## src/rtl/irq_arb_pkg.sv

```systemverilog
package irq_arb_pkg;
  localparam int unsigned LVL_COUNT = 5;
  localparam int unsigned LVL_W     = $clog2(LVL_COUNT);
  localparam int unsigned MASK_W    = LVL_COUNT - 2;
  localparam int unsigned EDGE_IDX  = 1;

  typedef enum logic [LVL_W-1:0] {
    LVL_TOP = 0,
    LVL_EDGE = 1,
    LVL_MID = 2,
    LVL_LOW = 3,
    LVL_EXT = 4
  } lvl_e;

  // strobes from control to datapath for one boundary decision
  typedef struct packed {
    logic                 take;
    logic [LVL_COUNT-1:0] grantOh;
    logic [LVL_W-1:0]     lvl;
  } ctrl_strb_t;
endpackage

```

## src/rtl/irq_capture.sv

```systemverilog
module irq_capture
  import irq_arb_pkg::*;
(
  input  logic                 clk,
  input  logic                 rstN,
  input  logic [LVL_COUNT-1:0] reqLines,
  input  logic [MASK_W-1:0]    maskIn,
  input  logic                 intEnabled,
  input  logic                 clrEdge,
  output logic [LVL_COUNT-1:0] eligible
);
  logic edgePrev;
  logic edgePend;
  logic edgeRise;

  assign edgeRise = reqLines[EDGE_IDX] & ~edgePrev;

  // a new rise outranks the clear so a request in the ack cycle survives
  always_ff @(posedge clk) begin
    if (!rstN) begin
      edgePrev <= 1'b0;
      edgePend <= 1'b0;
    end else begin
      edgePrev <= reqLines[EDGE_IDX];
      edgePend <= (edgePend & ~clrEdge) | edgeRise;
    end
  end

  for (genvar i = 0; i < LVL_COUNT; i++) begin : g_elig
    if (i == 0) begin : g_top
      assign eligible[i] = reqLines[i];
    end else if (i == EDGE_IDX) begin : g_edge
      assign eligible[i] = edgePend & ~maskIn[i-1] & intEnabled;
    end else if (i <= MASK_W) begin : g_masked
      assign eligible[i] = reqLines[i] & ~maskIn[i-1] & intEnabled;
    end else begin : g_plain
      assign eligible[i] = reqLines[i] & intEnabled;
    end
  end

  // a level-1 grant must consume a latched request
  a_r8_grant_needs_pend: assert property (@(posedge clk) disable iff (!rstN)
    clrEdge |-> edgePend);
  // a rising input always leaves the latch set
  a_r8_rise_latches: assert property (@(posedge clk) disable iff (!rstN)
    $rose(reqLines[EDGE_IDX]) |=> edgePend);
endmodule

```

## src/rtl/irq_ctrl.sv

```systemverilog
module irq_ctrl
  import irq_arb_pkg::*;
(
  input  logic                 clk,
  input  logic                 rstN,
  input  logic [LVL_COUNT-1:0] eligible,
  input  logic                 instrDone,
  input  logic                 busHold,
  output ctrl_strb_t           strb
);
  logic                 anyElig;
  logic [LVL_COUNT-1:0] winOh;
  logic [LVL_W-1:0]     winLvl;

  // fixed priority: lowest index wins
  always_comb begin
    anyElig = 1'b0;
    winOh   = '0;
    winLvl  = '0;
    for (int i = 0; i < LVL_COUNT; i++) begin
      if (eligible[i] && !anyElig) begin
        anyElig  = 1'b1;
        winOh[i] = 1'b1;
        winLvl   = LVL_W'(i);
      end
    end
  end

  always_comb begin
    strb.take    = instrDone & ~busHold & anyElig;
    strb.grantOh = strb.take ? winOh : '0;
    strb.lvl     = winLvl;
  end

  // at most one level granted per boundary
  a_r4_single_grant: assert property (@(posedge clk) disable iff (!rstN)
    $onehot0(strb.grantOh));

  for (genvar i = 1; i < LVL_COUNT; i++) begin : g_rank_chk
    // a grant never passes over a higher eligible level
    a_r4_no_bypass: assert property (@(posedge clk) disable iff (!rstN)
      strb.grantOh[i] |-> !(|eligible[i-1:0]));
  end
endmodule

```

## src/rtl/irq_result.sv

```systemverilog
module irq_result
  import irq_arb_pkg::*;
#(
  parameter int unsigned VEC_W    = 16,
  parameter int unsigned VEC_BASE = 32'h0020,
  parameter int unsigned VEC_STEP = 32'h0008
) (
  input  logic             clk,
  input  logic             rstN,
  input  ctrl_strb_t       strb,
  input  logic             enSet,
  input  logic             enClr,
  output logic             intEnabled,
  output logic             ackPulse,
  output logic [LVL_W-1:0] ackLevel,
  output logic [VEC_W-1:0] ackVector,
  output logic             ackExtVec
);
  logic [VEC_W-1:0] vecTab [LVL_COUNT];
  logic [VEC_W-1:0] selVec;

  for (genvar i = 0; i < LVL_COUNT; i++) begin : g_vec
    if (i == LVL_COUNT - 1) begin : g_ext
      assign vecTab[i] = '0;
    end else begin : g_fixed
      assign vecTab[i] = VEC_W'(VEC_BASE + VEC_STEP * i);
    end
  end

  always_comb begin
    selVec = '0;
    for (int i = 0; i < LVL_COUNT; i++) begin
      if (strb.grantOh[i]) selVec = vecTab[i];
    end
  end

  always_ff @(posedge clk) begin
    if (!rstN) begin
      intEnabled <= 1'b0;
      ackPulse   <= 1'b0;
      ackLevel   <= '0;
      ackVector  <= '0;
      ackExtVec  <= 1'b0;
    end else begin
      if (strb.take)  intEnabled <= 1'b0;
      else if (enClr) intEnabled <= 1'b0;
      else if (enSet) intEnabled <= 1'b1;
      ackPulse <= strb.take;
      if (strb.take) begin
        ackLevel  <= strb.lvl;
        ackVector <= selVec;
        ackExtVec <= (strb.lvl == LVL_W'(LVL_COUNT - 1));
      end
    end
  end

  // acceptance always leaves the enable cleared
  a_r7_take_clears: assert property (@(posedge clk) disable iff (!rstN)
    strb.take |=> !intEnabled);
  // result fields hold between acceptances
  a_r10_result_held: assert property (@(posedge clk) disable iff (!rstN)
    !strb.take |=> ($stable(ackVector) && $stable(ackLevel) && $stable(ackExtVec)));
endmodule

```

## src/rtl/irq_prio_arbiter.sv

```systemverilog
module irq_prio_arbiter
  import irq_arb_pkg::*;
#(
  parameter int unsigned VEC_W    = 16,
  parameter int unsigned VEC_BASE = 32'h0020,
  parameter int unsigned VEC_STEP = 32'h0008
) (
  input  logic              clk,
  input  logic              rstN,
  input  logic              irqTop,
  input  logic              irqEdge,
  input  logic              irqMid,
  input  logic              irqLow,
  input  logic              irqExt,
  input  logic [MASK_W-1:0] maskIn,
  input  logic              instrDone,
  input  logic              busHold,
  input  logic              enSet,
  input  logic              enClr,
  output logic              intEnabled,
  output logic              ackPulse,
  output logic [LVL_W-1:0]  ackLevel,
  output logic [VEC_W-1:0]  ackVector,
  output logic              ackExtVec
);
  logic [LVL_COUNT-1:0] reqLines;
  logic [LVL_COUNT-1:0] eligible;
  ctrl_strb_t           strb;

  assign reqLines = {irqExt, irqLow, irqMid, irqEdge, irqTop};

  irq_capture u_capture (
    .clk        (clk),
    .rstN       (rstN),
    .reqLines   (reqLines),
    .maskIn     (maskIn),
    .intEnabled (intEnabled),
    .clrEdge    (strb.grantOh[EDGE_IDX]),
    .eligible   (eligible)
  );

  irq_ctrl u_ctrl (
    .clk       (clk),
    .rstN      (rstN),
    .eligible  (eligible),
    .instrDone (instrDone),
    .busHold   (busHold),
    .strb      (strb)
  );

  irq_result #(
    .VEC_W    (VEC_W),
    .VEC_BASE (VEC_BASE),
    .VEC_STEP (VEC_STEP)
  ) u_result (
    .clk        (clk),
    .rstN       (rstN),
    .strb       (strb),
    .enSet      (enSet),
    .enClr      (enClr),
    .intEnabled (intEnabled),
    .ackPulse   (ackPulse),
    .ackLevel   (ackLevel),
    .ackVector  (ackVector),
    .ackExtVec  (ackExtVec)
  );

  // acknowledge only after a boundary edge
  a_r2_boundary_only: assert property (@(posedge clk) disable iff (!rstN)
    ackPulse |-> $past(instrDone));
  // no acknowledge out of a held-bus edge
  a_r3_hold_blocks: assert property (@(posedge clk) disable iff (!rstN)
    ackPulse |-> !$past(busHold));
  // maskable levels need the enable at acceptance
  a_r5_enable_gate: assert property (@(posedge clk) disable iff (!rstN)
    (ackPulse && ackLevel != '0) |-> $past(intEnabled));
  // enable is down while the acknowledge is shown
  a_r7_disabled_on_ack: assert property (@(posedge clk) disable iff (!rstN)
    ackPulse |-> !intEnabled);
  // level index stays in range
  a_r10_level_range: assert property (@(posedge clk) disable iff (!rstN)
    ackPulse |-> (ackLevel < LVL_W'(LVL_COUNT)));
endmodule

```

## config.mk

```make
export PLATFORM = sky130hd
export DESIGN_NAME = irq_prio_arbiter
export DESIGN_NICKNAME = d
export VERILOG_FILES = /design/src/rtl/irq_arb_pkg.sv /design/src/rtl/irq_capture.sv /design/src/rtl/irq_ctrl.sv /design/src/rtl/irq_result.sv /design/src/rtl/irq_prio_arbiter.sv
export SDC_FILE = /design/constraint.sdc
export NUM_CORES = 1
export LEC_CHECK = 0
export BUFFER_PORTS_ARGS = -buffer_cell sky130_fd_sc_hd__buf_2
export CORE_AREA = 2 2 44 46
export CTS_BUF_LIST = sky130_fd_sc_hd__clkbuf_2 sky130_fd_sc_hd__clkbuf_4 sky130_fd_sc_hd__clkbuf_8
export DETAILED_ROUTE_END_ITERATION = 7
export DIE_AREA = 0 0 46 48
export GPL_TIMING_DRIVEN = 0
export PLACE_DENSITY = 0.66
export SLEW_MARGIN = 20
export SYNTH_ARGS = -nofsm -noshare
export SYNTH_HDL_FRONTEND = slang
export SYNTH_SLANG_ARGS = --single-unit
```

## constraint.sdc

```tcl
create_clock -name clk -period 2.9 [get_ports clk]
set_clock_uncertainty 0.2 [all_clocks]
set_input_delay 0.145 -clock clk [delete_from_list [all_inputs] [get_ports clk]]
set_output_delay 0.145 -clock clk [all_outputs]
set_load 0.03 [all_outputs]
```

==> After elaboration in Yosys (flattened, before gate mapping) <==
Cells that the tools add are included.
W data, S select, Z words.
{ "op_classes": {"eq_ne": 1, "mux": 19, "bitwise": 19, "reduce_logical": 9} }
{ "ops": {"columns": ["operator", "count"], "rows": [
  ["$mux W6", 5],
  ["$and A1 B1 Y1", 11],
  ["$mux W1", 10],
  ["$not A1 Y1", 7],
  ["$mux W5", 1],
  ["$logic_and A1 B1 Y1", 4],
  ["$logic_not A1 Y1", 4],
  ["$mux W2", 2],
  ["$eq A3 B3 Y1 const B", 1],
  ["$mux W3", 1],
  ["$reduce_or A3 Y1", 1],
  ["$or A1 B1 Y1", 1]
]} }
{ "word_totals": {"ff_bits": 24, "inputBits": 14, "out_inout_bits": 22, "wordCells": 55} }

==> Depth between registers and ports, before layout <==
Gate-level depths: netlist (run 1).
{ "depth": {"ltp_word": 21, "depth_mapped": 4, "depth_no_buf": 4} }

==> Modules after synthesis <==
A second synthesis (run 1) with hierarchy kept.
{ "hier_totals": {"hier_cells": 79, "area_unflattened_um2": 668.1} }
{ "by_module_without_submodules": {"columns": ["mod", "instances", "cells_each", "area_each_um2", "seq_area_each_um2"], "rows": [
  ["irq_result", 1, 50, 469.2, 180.2],
  ["irq_capture", 1, 13, 107.6, 40.0],
  ["irq_ctrl", 1, 16, 91.3, 0.0]
]} }

==> Least setup slack after synthesis (run 1) <==
OpenSTA, ideal clock, no wires.
{ "synth_path": {"path_kind": "register to register", "from": "register u_result.intEnabled", "to": "register u_result.ackLevel[0]", "setup_time_ns": 0.116, "arrival_ns": 1.069, "required_ns": 2.584, "path_slack_ns": 1.515, "path_stages_with_launch": 4, "path_buffers": 0, "synth_period_minus_slack_ns": 1.385, "cell_sequence": "dfxtp_1 o21ai_2 a21o_1 a31o_1"} }
{ "synth_between": {"elab_chain_len": 13, "word_cells_on_any_way": 20, "cone_classes": "mux: 8; bitwise: 5; reduce/logical: 7"} }
{ "synth_lines": {"columns": ["item", "line_no", "rtl"], "rows": [
  ["start: declaration", "irq_result.sv:13", "output logic intEnabled,"],
  ["start signal: assignment", "irq_result.sv:39", "intEnabled <= 1'b0;"],
  ["start signal: assignment", "irq_result.sv:45", "if (strb.take) intEnabled <= 1'b0;"],
  ["start signal: assignment", "irq_result.sv:46", "else if (enClr) intEnabled <= 1'b0;"],
  ["$and A1 B1 Y1", "irq_capture.sv:33", "assign eligible[i] = edgePend & ~maskIn[i-1] & intEnabled;"],
  ["$logic_and A1 B1 Y1", "irq_ctrl.sv:21", "if (eligible[i] && !anyElig) begin"],
  ["$mux W1", "irq_ctrl.sv:21", null],
  ["$logic_not A1 Y1", "irq_ctrl.sv:21", null],
  ["$logic_and A1 B1 Y1", "irq_ctrl.sv:21", null],
  ["$mux W1", "irq_ctrl.sv:21", null],
  ["$logic_not A1 Y1", "irq_ctrl.sv:21", null],
  ["$logic_and A1 B1 Y1", "irq_ctrl.sv:21", null],
  ["$mux W1", "irq_ctrl.sv:21", null],
  ["$logic_not A1 Y1", "irq_ctrl.sv:21", null],
  ["$logic_and A1 B1 Y1", "irq_ctrl.sv:21", null],
  ["$mux W1", "irq_ctrl.sv:21", null],
  ["$and A1 B1 Y1", "irq_ctrl.sv:30", "strb.take = instrDone & ~busHold & anyElig;"],
  ["end signal: assignment", "irq_result.sv:50", "ackLevel <= strb.lvl;"],
  ["end: declaration", "irq_result.sv:15", "output logic [LVL_W-1:0] ackLevel,"]
]} }
Several ways; a longest one is shown, not always the timed one.
A chain may end at the register's enable or synchronous reset.

==> Final worst setup path (run 1) <==
{ "layout_path": {"from": "register u_capture.edgePend", "to": "register u_result.intEnabled"} }
{ "layout_between": {"elab_chain_len": 15} }
{ "layout_lines": {"columns": ["item", "line_no", "rtl"], "rows": [
  ["start: declaration", "irq_capture.sv:13", "logic edgePend;"],
  ["start signal: assignment", "irq_capture.sv:25", "edgePend <= (edgePend & ~clrEdge) | edgeRise;"],
  ["$and A1 B1 Y1 * (2 in a row)", "irq_capture.sv:33", null],
  ["$logic_and A1 B1 Y1 *", "irq_ctrl.sv:21", null],
  ["$mux W1 *", "irq_ctrl.sv:21", null],
  ["$logic_not A1 Y1", "irq_ctrl.sv:21", null],
  ["$logic_and A1 B1 Y1", "irq_ctrl.sv:21", null],
  ["$mux W1 *", "irq_ctrl.sv:21", null],
  ["$logic_not A1 Y1", "irq_ctrl.sv:21", null],
  ["$logic_and A1 B1 Y1", "irq_ctrl.sv:21", null],
  ["$mux W1 *", "irq_ctrl.sv:21", null],
  ["$logic_not A1 Y1", "irq_ctrl.sv:21", null],
  ["$logic_and A1 B1 Y1", "irq_ctrl.sv:21", null],
  ["$mux W1 *", "irq_ctrl.sv:21", null],
  ["$and A1 B1 Y1 *", "irq_ctrl.sv:30", null],
  ["$reduce_or A3 Y1 (no source line) *", null, null]
]} }
Every way passes the cells marked *; elsewhere a longest branch is shown, timed or not.

==> run summary, run 1 <==
Setup violations remaining at the end of the flow were counted as 0. Data on the critical path arrives at its endpoint at 1890 ps. The count of mapped cells out of synthesis came out at 66. Detailed routing inserted a total of 548 vias. In this run the static leakage power is 0.424 nW. The register area share after synthesis came out at 37.6%. STA classifies the critical path startpoint as a register. In the global route stage, overall resource usage came out at 11.4%. The wire length on met1 is 484 um. The number of hold-slack violations in the final timing report is 0. The number of unique standard cell types used by synthesis is 26. The path class of the tightest hold or removal check is in -> reg. The minimum hold slack came out at between 6 and 7 ps. Port buffering added 22 buffers. The xor and xnor fraction of the mapped netlist area came out at 0%. The number of cell rows came out at 15.

The number of levels the H-tree was split into came out at 1. Clock tree synthesis selected as its root buffer the cell sky130_fd_sc_hd__clkbuf_4. The clock transition at the register clock pins on the worst setup and hold paths after CTS came out at 70 ps. Setup repair after global routing left no endpoint under its margin. The multi-input combinational cell area came out at slightly above 300 sq um. The first global-routing pass estimated 1.79 mm of wire. STA classifies the critical path endpoint as a register. The fraction of layout instances using a drive strength above 1 came out at 42.1%.

The tool flagged a number of max-cap violations equal to 0. The total number of nets in the final design is 122. The number of I/O pins is 36. IR analysis of the VDD net gives a maximum drop of 0.000245 V. The floorplan core area came out at 1690 sq um. The count of unresolved DRC violations after routing came out at 0. At the end of routability-driven placement, the weighted congestion stood at 0.817.

The area of the die came out at 2210 sq um. The width of the chip is 46 um. The flow ran to the end, and the final reports show no timing, DRC or antenna violations. The power density over the cells is 433 nW/um^2. Synthesis inferred 11 register bits.

Grouping stages by cell kind, the critical path spends the most delay in simple AND/OR/NAND/NOR gates. The area occupied by registers is 220 sq um. The synthesized netlist devotes 15.4% of its cell area to compound gates. The residual overflow from global routing came out at 0.

Detailed routing placed a total of 110 um of wire on met3. The iteration-0 DRC count of the detailed router is 13. The largest fanout on the critical path came out at 4. After synthesis, the largest family of logic cells by area is simple AND/OR/NAND/NOR gates. The clock latency of the later-clocked register in the worst-skew pair came out at 280 ps. The count of yosys warnings during synthesis came out at 0. The growth of design area from synthesis to finish came out at 40.4%. The total half-perimeter wirelength after legalization and detailed placement is 971 um.

The layout has between 150 and 200 filler cells. The setup path with the least slack is of type reg -> reg. Prior to clock tree synthesis, the placed netlist has a worst setup slack of 1580 ps. The number of global-route vias before repair is 456. The number of buffers inserted during clock tree synthesis came out at 3. In the routed layout, each cell is associated on average with a via count of 4.42.

The initial antenna violation count is 0. The max-slew violation count is 0. The synthesized netlist devotes roughly 28% of its cell area to simple gates. The post-synthesis average cell area came out at 8.87 sq um. Entering global routing, the biggest net connects 11 pins. TritonCTS built the clock tree. The largest total area in the synthesized netlist belongs to sky130_fd_sc_hd__dfxtp_1. Measured against the total synthesized area, the mux share comes to 0%.

For this run, the slowest stage of the critical path takes 570 ps. The die height is roughly 48 um. The deepest clock path buffer count came out at 2.

Among all stages on the critical path, the largest delay is contributed by sky130_fd_sc_hd__dlygate4sd3_1. The highest signal layer in the routed design is met4. Traced cell by cell, the critical path runs through nor2b_4, nor3_2, a21oi_1, nor4b_2, dlygate4sd3_1. The starting density of the core is between 30% and 40%. Wire segments on met2 add up to 569 um in the final route.

The mapped netlist covers about 600 sq um. The number of detailed-routing iterations run before antenna repair is 4. The least setup slack across all paths after layout is 1040 ps. In the post-synthesis netlist, the biggest area contributors are sky130_fd_sc_hd__dfxtp_1, sky130_fd_sc_hd__buf_4, sky130_fd_sc_hd__nor2_1. Summing the areas of all fa, ha and maj instances in the mapped netlist gives 0% of the synthesized area. After layout, the worst path uses 64.2% of the clock period. The number of antenna repair diodes is 0. The count of non-filler cells in the finished layout came out at 124.

The residual antenna-violating net count after detailed routing came out at 0. Counting both buffers and inverters, the worst setup path holds a total of 1. The number of sinks handled by clock tree synthesis is 11. Static timing analysis puts the maximum clock frequency at 0.537 GHz.

The total placed cells including tap cells came out at between 100 and 150. The sum of routed wire length over all layers is 1.19 mm. Dividing the detail-routed wire length by the instance count gives 9.60 um. After routing, the total negative slack on setup checks comes to 0 ps. For the worst setup path, the data required time is 2930 ps. Counting I/O delays and the setup requirement, the final critical path takes 1860 ps. The top-area cell type share of the netlist area is around 38%.
synthesized netlist by cell type:
cell	number
sky130_fd_sc_hd__a21boi_1	2
sky130_fd_sc_hd__a21o_1	1
sky130_fd_sc_hd__a21oi_1	3
sky130_fd_sc_hd__a31o_1	2
sky130_fd_sc_hd__and2_1	2
sky130_fd_sc_hd__and2_2	1
sky130_fd_sc_hd__and3_1	1
sky130_fd_sc_hd__and4bb_1	1
sky130_fd_sc_hd__buf_4	13
sky130_fd_sc_hd__clkbuf_1	1
sky130_fd_sc_hd__conb_1	1
sky130_fd_sc_hd__dfxtp_1	11
sky130_fd_sc_hd__inv_1	1
sky130_fd_sc_hd__nand2_1	2
sky130_fd_sc_hd__nand2b_1	1
sky130_fd_sc_hd__nand3b_1	1
sky130_fd_sc_hd__nor2_1	8
sky130_fd_sc_hd__nor2b_1	4
sky130_fd_sc_hd__nor2b_4	1
sky130_fd_sc_hd__nor3_2	1
sky130_fd_sc_hd__nor4_2	1
sky130_fd_sc_hd__nor4b_2	1
sky130_fd_sc_hd__o21ai_0	3
sky130_fd_sc_hd__o21ai_1	1
sky130_fd_sc_hd__o21ai_2	1
sky130_fd_sc_hd__o22ai_1	1
per-stage QoR:
stage               instance area, sq um  power, mW  util, %
floorplan                            631      0.222        -
global placement                     762      0.238     45.1
detailed placement                   762      0.240     45.1
CTS                                  822      0.356     48.7
global route                         822      0.370     48.7
finish                               822      0.356     48.7
cell usage in the layout (no fill, tap or decap), types with 2 or more instances in the layout:
master,synthesis,layout
sky130_fd_sc_hd__dlygate4sd3_1,0,3
sky130_fd_sc_hd__buf_4,13,13
sky130_fd_sc_hd__nor2_1,8,8
sky130_fd_sc_hd__a21boi_1,2,2
sky130_fd_sc_hd__a21oi_1,3,3
sky130_fd_sc_hd__clkbuf_4,0,4
sky130_fd_sc_hd__nor2b_1,4,4
sky130_fd_sc_hd__and2_1,2,2
sky130_fd_sc_hd__buf_2,0,22
sky130_fd_sc_hd__dfxtp_1,11,11
sky130_fd_sc_hd__o21ai_0,3,3
sky130_fd_sc_hd__nand2_1,2,2
sky130_fd_sc_hd__a31o_1,2,2
sky130_fd_sc_hd__conb_1,1,13
final cells by class:
| cell class | instances | share of cell area, % |
|---|---|---|
| Buffer | 14 | 12.3 |
| Clock buffer | 4 | 3.65 |
| Inverter | 1 | 0.457 |
| Multi-Input combinational cell | 52 | 37.1 |
| Sequential cell | 11 | 26.8 |
| Tap cell | 17 | 2.59 |
| Timing Repair Buffer | 25 | 17.0 |
worst paths after layout:
| path | startpoint | depth (start not counted) | slack, ps | endpoint |
|---|---|---|---|---|
| max | u_capture.edgePend | 5 | 1040 | u_result.intEnabled |
| max reg2reg | u_capture.edgePend | 5 | 1040 | u_result.intEnabled |
| min reg2reg | u_result.ackLevel[2] | 2 | 270 | u_result.ackLevel[2] |
| min | maskIn[0] | 3 | 7 | u_capture.edgePend |
report_power, final:
part	leakage [nW]	internal, mW	switching, mW
sequential	0.0896	0.155	0.00247
combinational	0.316	0.0336	0.0481
clock	0.0184	0.0628	0.0533
logic make-up (layout without fill, tap and decap cells):
kind of cell / after synthesis / count (layout)
compound gates: 14 / 14
buf+inv: 15 / 44
flops: 11 / 11
other cells: 1 / 13
simple gates: 25 / 25
layer usage:
layer	vias to the layer above	track usage (%)
met1	233	12.3
met3	3	2.64
met2	32	20.3
met5	-	0
li1	280	-
met4	0	6.86
worst reg2reg max path, cell delays in order, from the launching register on:
cell                            delay, ps
sky130_fd_sc_hd__dfxtp_1              310
sky130_fd_sc_hd__nor2b_4              140
sky130_fd_sc_hd__nor3_2               200
sky130_fd_sc_hd__a21oi_1              150
sky130_fd_sc_hd__nor4b_2              250
sky130_fd_sc_hd__dlygate4sd3_1        570
flip-flops by register name (all words and copies together), names as in the netlist:
| register | count |
|---|---|
| u_result.ackLevel | 3 |
| u_capture.edgePend | 1 |
| u_result.intEnabled | 1 |
| u_capture.edgePrev | 1 |
| u_result.ackPulse | 1 |
| u_result.ackVector | 3 |
| u_result.ackExtVec | 1 |
what timing repair did:
| action | 4_1_cts | 5_1_grt |
|---|---|---|
| resized for setup | 0 | 0 |
| setup buffers | 0 | 0 |
| hold buffers | 3 | 0 |
| endpoints found under the hold margin | 2 | 0 |
No activity file was read; power rests on OpenSTA's default activity.
==> inputs of run 2 (changes only) <==
- ABC_AREA: unset -> 1
- CORE_AREA: 2 2 44 46 -> 2 2 45 47
- DIE_AREA: 0 0 46 48 -> 0 0 47 49
- PLACE_DENSITY: 0.66 -> 0.67
- clock period: 2.9 -> 1.7 ns (I/O delays scaled with it)
==> run 2 against run 1 <==
Net effect:
- critical endpoint unchanged
- power up 75%
- final cell count increased by 25%
- clock power is 64% higher
- synthesized cell count increased by 24%
==> run summary, run 2 <==
The run finished with clean final reports. Yosys attributes the largest share of cell area to sky130_fd_sc_hd__dfxtp_1, sky130_fd_sc_hd__buf_4, sky130_fd_sc_hd__nand2_1. The most used flip-flop cell after synthesis is sky130_fd_sc_hd__dfxtp_1.

The floorplan step defined a die boundary enclosing 2300 sq um. The fraction of power spent switching nets came out at 29.5%. In this design, the critical path's most frequently occurring cell is sky130_fd_sc_hd__dlygate4sd3_1. Summing over every cut layer, the via total after detailed routing is 604.

The tool flagged a number of max-cap violations equal to 0. The deepest clock path buffer count is 2. The tightest min-delay check is of the in -> reg type. The critical path starts at rstN. The die height came out at 49 um.

The number of sinks handled by clock tree synthesis came out at 11. The final weighted congestion in routability-driven placement came out at 0.742. The critical path in this run is classified as in -> reg. The maximum vdd ir drop came out at 0.000354 V.

In the layout the commonest cells are sky130_fd_sc_hd__buf_2, sky130_fd_sc_hd__nand2_1, sky130_fd_sc_hd__buf_4, sky130_fd_sc_hd__conb_1, sky130_fd_sc_hd__dfxtp_1. During placement, the flow inserted port buffers numbering 22. The most critical setup path has its endpoint at u_result.intEnabled.

The wire length per cell came out at 8.18 um. The sequential group share of total power came out at 44.0%. The clock latency of the later-clocked register in the worst-skew pair came out at 270 ps. The slack of the worst reg-to-reg path came out at 190 ps. The worst path uses between 90% and 100% of the clock period. The starting density of the core came out at 33.3%. The data arrival time of the critical path came out at 1600 ps.

The worst-path cell with the longest stage delay is sky130_fd_sc_hd__dlygate4sd3_1. The growth of design area from synthesis to finish came out at 49.2%. In this run, CTS created clock tree buffers numbering 3.

The worst setup path is captured at a register. The tightest hold path in the finished design has a slack of 19.1 ps. The number of hold-slack violations in the final timing report came out at 0. By count the netlist is led by sky130_fd_sc_hd__nand2_1, sky130_fd_sc_hd__buf_4, sky130_fd_sc_hd__dfxtp_1. The number of levels the H-tree was split into is 1. The floorplan core area is between 1500 and 2000 sq um. The initial antenna violation count came out at 0. The synthesized area is 613 sq um.

The buffer cell driving the clock tree root is sky130_fd_sc_hd__clkbuf_4. The leading cell type by number of instances after synthesis is sky130_fd_sc_hd__nand2_1. The most frequent standard cell in the layout excluding fill and tap cells is sky130_fd_sc_hd__buf_2.

In the routed design, unresolved DRC markers number 0. The iteration-0 DRC count of the detailed router is 8. After detailed placement, the design holds a cell count of 143. The final critical delay including setup and external delays came out at 1650 ps.

After synthesis the netlist holds a flip-flop and latch count of 11. Summed over all layers, the global routing overflow is 0. In this run the critical register-to-register path is captured at u_result.intEnabled. After clock tree synthesis, the clock-pin slew on the worst setup and hold paths is 70 ps. The global-route total usage across every layer came out at 11.5%. The repair_antennas step left the layout with diodes totalling 0. The number of I/O pins came out at 36. The sum of routed wire length over all layers is approximately 1.3 mm.

The required time of the critical path came out at 1660 ps. The number of cell rows is 16. The number of cells traversed by the worst register-to-register path came out at 4. The largest registers in the layout are u_result.ackLevel (3), u_result.ackVector (3). Yosys printed 0 warnings. The pin count of the biggest net entering global routing is 10.

The finished cells cover between 900 and 1000 sq um. The accumulated negative setup slack is 0 ps. The max-slew violation count was 0. The total power draw is 0.621 mW.

Walking the worst path, the cells encountered are dlygate4sd3_1, buf_4, inv_2, nor2_1, o21ai_0, dlygate4sd3_1, a21oi_1. The width of the chip came out at 47 um. The post-route netlist has 40.6% of its cells at a drive strength greater than 1. TritonCTS built the clock tree. The first global-routing pass estimated 1.95 mm of wire. The power share of the clock group is between 30% and 40%. Yosys mapped a number of flops with a built-in enable equal to 0. The total number of nets in the final design came out at approximately 140.

In this run the mean area of a mapped cell was 7.48 sq um. The total half-perimeter wirelength after legalization and detailed placement is 983 um. Per report_power, the combinational group accounts for 25.4% of the total.

The power density over the cells came out at 679 nW/um^2. The detail route stage leaves a number of antenna-violating nets equal to 0. Static timing analysis puts the maximum clock frequency at ~0.61 GHz. The critical path's largest stage delay is 570 ps.

Setup repair after global routing left no endpoint under its margin. The routed via count divided by cell count is ~3.9. The number of unique standard cell types used by synthesis is 17. STA classifies the critical path startpoint as an input port.

The final number of setup-violating endpoints is 0. After detailed placement, the total cell area comes to 802 sq um. Along the worst path, the maximum fanout reaches 7.

The standby leakage power came out at slightly below 0.5 nW. The worst register-to-register path begins at u_result.intEnabled. The filler cell count is approximately 200.

Summed over all nets, the switching power comes to 0.183 mW. The register area share after synthesis came out at between 30% and 40%. The count of mapped cells out of synthesis came out at just over 80. The number of global-route vias before repair came out at 522. The number of detailed-routing iterations run before antenna repair came out at 4. The internal power of the cells totals 0.438 mW.

The count of non-filler cells in the finished layout came out at 155. The top-area cell type share of the netlist area came out at 35.9%. The synthesized design spends more area on one cell type than any other, namely sky130_fd_sc_hd__dfxtp_1. Counting flops with an async set or reset pin after synthesis yields a share of 0%.
==> run 2: changes by cell type after synthesis, sizes merged, moves of 3 or more <==
cell   previous run  this run
nor2              8        11
inv               1        10
nand2             2        16
nand3             0         7
nor2b             5         0
and2              3         0
a21oi             3         9
o21ai             5         1
==> run 2: repair_timing <==
| item | 4_1_cts | 5_1_grt |
|---|---|---|
| gates resized for setup | 0 | 1 |
| hold buffers | 8 | 0 |
| setup buffers | 0 | 0 |
| endpoints found under the hold margin | 11 | 0 |
| endpoints found under the setup margin | 0 | 1 |
==> run 2: power groups by stage <==
| stage | Combinational [mW] | Sequential, mW | Clock, mW |
|---|---|---|---|
| 3_3_place_gp | 0.140 | 0.279 | 0 |
| 5_1_grt | 0.171 | 0.274 | 0.209 |
| 3_5_place_dp | 0.142 | 0.279 | 0 |
| 4_1_cts | 0.156 | 0.273 | 0.194 |
| 2_1_floorplan | 0.0987 | 0.291 | 0 |
| 6_report | 0.158 | 0.273 | 0.190 |
==> run 2: critical path, delay by kind of cell <==
| kind | cells | cell delay (ps) |
|---|---|---|
| AOI/OAI and AO/OA | 2 | 100 |
| and+or+nand+nor | 1 | 50 |
| buffers and inverters | 4 | 1380 |
==> run 2: how the worst min path moves through the flow <==
stage                    from             endpoint  slack [ps]  depth (start not counted)
floorplan                rstN   u_capture.edgePrev         -10                          2
global placement      irqEdge   u_capture.edgePrev          90                          3
detailed placement    irqEdge   u_capture.edgePrev          90                          3
CTS                 instrDone    u_result.ackPulse          10                          5
global route        instrDone    u_result.ackPulse          50                          5
finish              instrDone  u_result.intEnabled          20                          4
==> run 2: stage by stage <==
| stage | worst slack, ps | util, % |
|---|---|---|
| floorplan | 222 | - |
| global placement | 371 | 43.5 |
| detailed placement | 352 | 43.5 |
| CTS | 62.4 | 49.5 |
| global route | 10.6 | 49.7 |
| finish | 54.4 | 49.7 |
==> run 2: layer usage <==
| layer | global-route usage (%) | vias to the layer above | share of wire, % |
|---|---|---|---|
| li1 | - | 320 | - |
| met1 | 11.2 | 263 | 42 |
| met2 | 21.2 | 19 | 50 |
| met3 | 3.33 | 2 | 6.7 |
| met4 | 4.17 | 0 | 0.63 |
| met5 | 0 | - | 0 |
==> run 2: area by class of cell <==
class,count,area [sq um],share of cell area (%)
buffer,14,109,11.9
clock buffer,4,30.0,3.28
inverter,10,37.5,4.10
multi-input combinational,59,292,31.9
sequential,11,220,24.1
tap,27,33.8,3.69
timing repair buffer,30,193,21.1
==> run 2: logic make-up (layout without fill, tap and decap cells) <==
logic type	count (synthesis)	count (layout)	synth area share, %
compound gates	10	10	8.16
buf+inv	24	58	23.9
flops	11	11	35.9
other cells	1	13	0.612
simple gates	36	36	31.4
